===== config.mk =====
export PLATFORM = sky130hd
export DESIGN_NAME = icyc_sequencer
export DESIGN_NICKNAME = d
export VERILOG_FILES = /design/src/rtl/icyc_pkg.sv /design/src/rtl/icyc_decode.sv /design/src/rtl/icyc_acc_unit.sv /design/src/rtl/icyc_sequencer.sv
export SDC_FILE = /design/constraint.sdc
export NUM_CORES = 1
export LEC_CHECK = 0
export CORE_MARGIN = 4
export CORE_UTILIZATION = 50
export CTS_BUF_LIST = sky130_fd_sc_hd__clkbuf_8
export CTS_CLUSTER_SIZE = 25
export DETAILED_ROUTE_END_ITERATION = 6
export DONT_BUFFER_PORTS = 1
export PLACE_DENSITY = 0.72
export SYNTH_ARGS = -nofsm -noshare
export SYNTH_HDL_FRONTEND = slang
export SYNTH_HIERARCHICAL = 1
export SYNTH_SLANG_ARGS = --single-unit

===== constraint.sdc =====
create_clock -name clk -period 6.65 [get_ports clk]
set_input_delay 0.665 -clock clk [delete_from_list [all_inputs] [get_ports clk]]
set_output_delay 0.665 -clock clk [all_outputs]
set_load 0.01 [all_outputs]

===== src/rtl/icyc_pkg.sv =====
package icyc_pkg;

    typedef enum logic [3:0] {
        S_FI_ADDR,
        S_FI_READ,
        S_DECODE,
        S_IND_READ,
        S_IND_MAR,
        S_EXEC,
        S_RET_READ,
        S_RET_PC,
        S_ICHK,
        S_INT_WR
    } seq_state_e;

    typedef enum logic [2:0] {
        OP_NOP   = 3'd0,
        OP_LOAD  = 3'd1,
        OP_ADD   = 3'd2,
        OP_STORE = 3'd3,
        OP_JUMP  = 3'd4,
        OP_SPARE = 3'd5,
        OP_INTEN = 3'd6,
        OP_RETI  = 3'd7
    } opcode_e;

endpackage


===== src/rtl/icyc_decode.sv =====
module icyc_decode
    import icyc_pkg::*;
#(
    parameter int DW = 16,
    parameter int AW = 12
) (
    input  logic [DW-1:0] word_i,
    output opcode_e       op_o,
    output logic          take_ind_o,
    output logic [AW-1:0] field_o
);

    localparam int IND_BIT = DW - 1;
    localparam int OP_LSB  = AW;

    logic needs_operand;

    always_comb begin
        op_o          = opcode_e'(word_i[OP_LSB+2:OP_LSB]);
        field_o       = word_i[AW-1:0];
        needs_operand = (op_o == OP_LOAD) || (op_o == OP_ADD) ||
                        (op_o == OP_STORE) || (op_o == OP_JUMP);
        take_ind_o    = word_i[IND_BIT] && needs_operand;
    end

endmodule


===== src/rtl/icyc_acc_unit.sv =====
module icyc_acc_unit
    import icyc_pkg::*;
#(
    parameter int DW = 16
) (
    input  opcode_e       op_i,
    input  logic [DW-1:0] acc_i,
    input  logic [DW-1:0] operand_i,
    output logic [DW-1:0] acc_o
);

    always_comb begin
        unique case (op_i)
            OP_LOAD: acc_o = operand_i;
            OP_ADD:  acc_o = acc_i + operand_i;
            default: acc_o = acc_i;
        endcase
    end

endmodule


===== src/rtl/icyc_sequencer.sv =====
module icyc_sequencer
    import icyc_pkg::*;
#(
    parameter int          DW        = 16,
    parameter int          AW        = 12,
    parameter logic [11:0] SAVE_ADDR = 12'h0FF,
    parameter logic [11:0] VEC_ADDR  = 12'h100
) (
    input  logic          clk,
    input  logic          rst_n,
    output logic [AW-1:0] mem_addr,
    output logic          mem_rd,
    output logic          mem_wr,
    output logic [DW-1:0] mem_wdata,
    input  logic [DW-1:0] mem_rdata,
    input  logic          mem_ready,
    input  logic          irq,
    output logic [AW-1:0] pc_o,
    output logic [DW-1:0] acc_o,
    output logic          int_en_o
);

    localparam int          PAD     = DW - AW;
    localparam logic [AW-1:0] SAVE_A = AW'(SAVE_ADDR);
    localparam logic [AW-1:0] VEC_A  = AW'(VEC_ADDR);
    localparam logic [AW-1:0] PC_ONE = AW'(1);

    typedef struct packed {
        seq_state_e    st;
        logic [AW-1:0] pc;
        logic [AW-1:0] mar;
        logic [DW-1:0] mbr;
        logic [DW-1:0] ir;
        logic [DW-1:0] acc;
        logic          ie;
    } seq_regs_t;

    seq_regs_t r_q, r_d;

    logic [DW-1:0] dec_word;
    opcode_e       dec_op;
    logic          dec_ind;
    logic [AW-1:0] dec_field;
    logic [DW-1:0] acc_next;

    assign dec_word = (r_q.st == S_DECODE) ? r_q.mbr : r_q.ir;

    icyc_decode #(.DW(DW), .AW(AW)) u_decode (
        .word_i     (dec_word),
        .op_o       (dec_op),
        .take_ind_o (dec_ind),
        .field_o    (dec_field)
    );

    icyc_acc_unit #(.DW(DW)) u_acc (
        .op_i      (dec_op),
        .acc_i     (r_q.acc),
        .operand_i (mem_rdata),
        .acc_o     (acc_next)
    );

    // Bus strobes come straight from the registered state
    always_comb begin
        mem_addr  = r_q.mar;
        mem_rd    = 1'b0;
        mem_wr    = 1'b0;
        mem_wdata = r_q.acc;
        unique case (r_q.st)
            S_FI_READ, S_IND_READ, S_RET_READ: mem_rd = 1'b1;
            S_EXEC: begin
                mem_rd = (dec_op == OP_LOAD) || (dec_op == OP_ADD);
                mem_wr = (dec_op == OP_STORE);
            end
            S_INT_WR: begin
                mem_wr    = 1'b1;
                mem_wdata = r_q.mbr;
            end
            default: ;
        endcase
    end

    // Next-state computation
    always_comb begin
        r_d = r_q;
        unique case (r_q.st)
            S_FI_ADDR: begin
                r_d.mar = r_q.pc;
                r_d.st  = S_FI_READ;
            end
            S_FI_READ: begin
                if (mem_ready) begin
                    r_d.mbr = mem_rdata;
                    r_d.pc  = r_q.pc + PC_ONE;
                    r_d.st  = S_DECODE;
                end
            end
            S_DECODE: begin
                r_d.ir  = r_q.mbr;
                r_d.mar = dec_field;
                r_d.st  = dec_ind ? S_IND_READ : S_EXEC;
            end
            S_IND_READ: begin
                if (mem_ready) begin
                    r_d.mbr = mem_rdata;
                    r_d.st  = S_IND_MAR;
                end
            end
            S_IND_MAR: begin
                r_d.mar = r_q.mbr[AW-1:0];
                r_d.st  = S_EXEC;
            end
            S_EXEC: begin
                unique case (dec_op)
                    OP_LOAD, OP_ADD, OP_STORE: begin
                        if (mem_ready) begin
                            r_d.acc = acc_next;
                            r_d.st  = S_ICHK;
                        end
                    end
                    OP_JUMP: begin
                        r_d.pc = r_q.mar;
                        r_d.st = S_ICHK;
                    end
                    OP_INTEN: begin
                        r_d.ie = 1'b1;
                        r_d.st = S_ICHK;
                    end
                    OP_RETI: begin
                        r_d.mar = SAVE_A;
                        r_d.st  = S_RET_READ;
                    end
                    default: r_d.st = S_ICHK;
                endcase
            end
            S_RET_READ: begin
                if (mem_ready) begin
                    r_d.mbr = mem_rdata;
                    r_d.st  = S_RET_PC;
                end
            end
            S_RET_PC: begin
                r_d.pc = r_q.mbr[AW-1:0];
                r_d.ie = 1'b1;
                r_d.st = S_ICHK;
            end
            S_ICHK: begin
                if (r_q.ie && irq) begin
                    r_d.mbr = {{PAD{1'b0}}, r_q.pc};
                    r_d.mar = SAVE_A;
                    r_d.ie  = 1'b0;
                    r_d.st  = S_INT_WR;
                end else begin
                    r_d.st = S_FI_ADDR;
                end
            end
            S_INT_WR: begin
                if (mem_ready) begin
                    r_d.pc = VEC_A;
                    r_d.st = S_FI_ADDR;
                end
            end
            default: r_d.st = S_FI_ADDR;
        endcase
    end

    always_ff @(posedge clk or negedge rst_n) begin
        if (!rst_n) begin
            r_q.st  <= S_FI_ADDR;
            r_q.pc  <= '0;
            r_q.mar <= '0;
            r_q.mbr <= '0;
            r_q.ir  <= '0;
            r_q.acc <= '0;
            r_q.ie  <= 1'b0;
        end else begin
            r_q <= r_d;
        end
    end

    assign pc_o     = r_q.pc;
    assign acc_o    = r_q.acc;
    assign int_en_o = r_q.ie;

    // Protocol and sequencing checks
    AST_RD_WR_EXCL: assert property (@(posedge clk) disable iff (!rst_n)
        !(mem_rd && mem_wr));

    AST_READ_HOLD: assert property (@(posedge clk) disable iff (!rst_n)
        (mem_rd && !mem_ready) |=> (mem_rd && $stable(mem_addr)));

    AST_WRITE_HOLD: assert property (@(posedge clk) disable iff (!rst_n)
        (mem_wr && !mem_ready) |=> (mem_wr && $stable(mem_addr) && $stable(mem_wdata)));

    AST_FETCH_PC_STEP: assert property (@(posedge clk) disable iff (!rst_n)
        (r_q.st == S_FI_READ && mem_ready) |=> (pc_o == AW'($past(pc_o) + PC_ONE)));

    AST_SAVE_IE_OFF: assert property (@(posedge clk) disable iff (!rst_n)
        mem_wr && (r_q.st == S_INT_WR) |-> !int_en_o && mem_addr == SAVE_A);

    AST_VECTOR_LOAD: assert property (@(posedge clk) disable iff (!rst_n)
        (r_q.st == S_INT_WR && mem_ready) |=> (pc_o == VEC_A && !mem_rd && !mem_wr));

    AST_IRQ_MASKED: assert property (@(posedge clk) disable iff (!rst_n)
        (r_q.st == S_ICHK && !int_en_o) |=> (r_q.st == S_FI_ADDR));

    AST_RETURN_ENABLES: assert property (@(posedge clk) disable iff (!rst_n)
        (r_q.st == S_RET_PC) |=> int_en_o);

endmodule


==> metrics.csv <==
metric,value,unit
status,"finished, final reports clean",
sequential share of the synthesized area,32.7,%
nets,550,
DP HPWL,10900,um
CP Capture Type,flip-flop,
Clock Path Buffers,2,
Port Buffers,0,
core footprint,11500,sq um
pin count of the biggest net entering global routing,78,
asr flop ratio synth,100,%
Total GRT Usage,22.9,%
final setup fails,0,
post-CTS sizing,0,
Synth area leaders,"dfrtp_1 (33%), mux2_2 (14%), buf_4 (7.6%)",
CP Class,flip-flop to flip-flop,
post-synthesis register bit count,77,
R2R Setup Slk,1510,ps
Routed Antenna Nets,0,
drt pass-1 iters,5,
drt initial violations,406,
Fin. Hold Viols,0,
R2R cell count,8,
Synth Instances,587,
Peak Freq,195,MHz
root buffer cell,clkbuf_8,
Fin Setup TNS,0,ps
Worst Hold Class,primary input to asynchronous set/reset pin,
Layout Area Growth over Synthesis,-2.67,%
Worst-path clk slew,80,ps
number of flops mapped to enable cells by yosys,0,
crit start category,flip-flop,
first-pass GRT wire length,23900,um
ant diodes,0,
Clock Skews,9.32,ps
Vias per Instance,6.65,
WP data required,6910,ps
FF-to-FF End,acc_o[14],
"commonest non-fill, non-tap cell in the layout",dfrtp_1,
top cell type by total area after synthesis,dfrtp_1,
Yosys cell types,73,
Num CTS Buffers,9,
Chip Height,117,um
Worst Path Max Fanout,24,
"commonest non-fill, non-tap cells in the layout","dfrtp_1 (77), mux2_2 (73), o21ai_0 (31)",
top_reg_cell synth,dfrtp_1,
Synth Cell Area,5890,sq um
Post-Syn Area per Cell,10.0,sq um
arrival time at the worst endpoint,5390,ps
gr ovfl total,0,
Slew @ Worst Pin,1160,ps
post-synth top area share,32.7,%
clk_lat worst skew,380,ps
I/O Pins,79,
Util after Layout,50.0,%
Pwr per Cell Area,552,nW/um^2
initial antenna violation count,0,
vias,4393,
full die area,13600,sq um
site row count,39,
FF-to-FF Start,r_q[74],
share of layout cells above drive strength 1,22.4,%
Pins Over Slew Limit,0,
RSZ-0062 raised after global routing,false,
minimum clock period,5140,ps
worst vdd ir,260,uV
P_leak,2.36,nW
Initial Util,51.4,%
DRC viols,0,
max-cap violations,0,
Slew HR,22.5,%
gpl congestion,0.929,
CP startpoint,r_q[74],
vias in the first global route,4358,
crit share post-route,77.2,%
final WL,15100,um
syn_nets,624,
CTS tree,built,
number of post-CTS setup repair buffers,0,
Design Power,3.17,mW
Routed WL per cell,22.9,um
H-tree Lvls,3,
Synth warnings,6,
die width,117,um
CP endpoint,acc_o[14],
# clock sinks,77,
## critical path, cell delays in order (launching register included)
cell and delay (ps):
dfrtp_1 900, or2b_1 420, nor3_2 910, mux2_2 540, nor3b_2 930, nor2_1 540
a222oi_1 420, nand2_1 90, mux2_2 260
## area by class of cell
type / instances / area [sq um]
clock buffers: 12 / 165
repair buffers: 4 / 50.0
multi-input cells: 401 / 3300
fillers: 1033 / 5730
inverters: 20 / 75.1
well taps: 143 / 179
clock inverters: 4 / 45.0
flip-flops and latches: 77 / 1930
## sequential cells by signal (all words and copies together), names as in the netlist
name,cells
int_en_o,1
r_q,36
mem_addr,12
pc_o,12
acc_o,16
## worst min-delay path by stage
stage                     cells past startpoint  slack (ps)          end   from
after CTS                                     1         200     int_en_o  rst_n
after detailed placement                      0         370  mem_addr[4]  rst_n
after global routing                          1         200      pc_o[4]  rst_n
final                                         1         180      pc_o[6]  rst_n
after floorplan                               0         370     acc_o[0]  rst_n
after global placement                        0         370  mem_addr[4]  rst_n
## Yosys cell counts, types with 9 or more instances
master	instances
nand2b_1	10
clkbuf_1	10
nand3_1	9
inv_1	20
a221o_1	11
dfrtp_1	77
buf_2	16
o22ai_1	10
ha_1	16
a22o_1	13
mux2_2	73
nor2_1	25
nand2_1	16
a21oi_1	20
o21a_1	11
buf_4	60
mux2_1	9
o21ai_0	31
nor2b_1	9
nor3_1	11
a22oi_1	16
## stage by stage
| step | hold slack [ps] | cell area [sq um] | setup WS, ps | cells |
|---|---|---|---|---|
| global route | 202 | 5740 | 1190 | 661 |
| detailed placement | 372 | 5500 | 1530 | 644 |
| finish | 177 | 5740 | 1510 | 661 |
| CTS | 195 | 5740 | 1540 | 661 |
| floorplan | 369 | 5890 | 3280 | 587 |
| global placement | 373 | 5500 | 1680 | 644 |
## what timing repair did
action                                  4_1_cts  5_1_grt
hold buffers                                  1        0
endpoints found under the hold margin        77        0
endpoints found under the setup margin        0        0
## cells by family (layout without fill, tap and decap cells)
| logic type | count (synthesis) | count (layout) | synth area share (%) |
|---|---|---|---|
| DFF | 77 | 77 | 32.7 |
| xor gates and xnor gates | 11 | 11 | 1.63 |
| muxes | 96 | 96 | 18.6 |
| adders and majority gates | 17 | 17 | 3.74 |
| buffers and inverters | 109 | 40 | 11.5 |
| AOI/OAI and AO/OA | 159 | 159 | 19.8 |
| and+or+nand+nor | 118 | 118 | 12.1 |
## metal layers
metal | vias up | share of wire, % | GRT usage, %
met4 | 0 | 2.5 | 8.41
met3 | 36 | 8.5 | 6.11
met5 | - | 0 | 0
met1 | 2165 | 42 | 30.1
met2 | 196 | 47 | 36.4
li1 | 1996 | - | -
## report_power, final
group | leakage [nW] | switching, mW | internal, mW
Clock | 0.112 | 0.184 | 0.202
Combinational | 1.30 | 0.884 | 0.782
Sequential | 0.944 | 0.419 | 0.696
Total | 2.36 | 1.49 | 1.68
No activity file was read; power rests on OpenSTA's default activity.
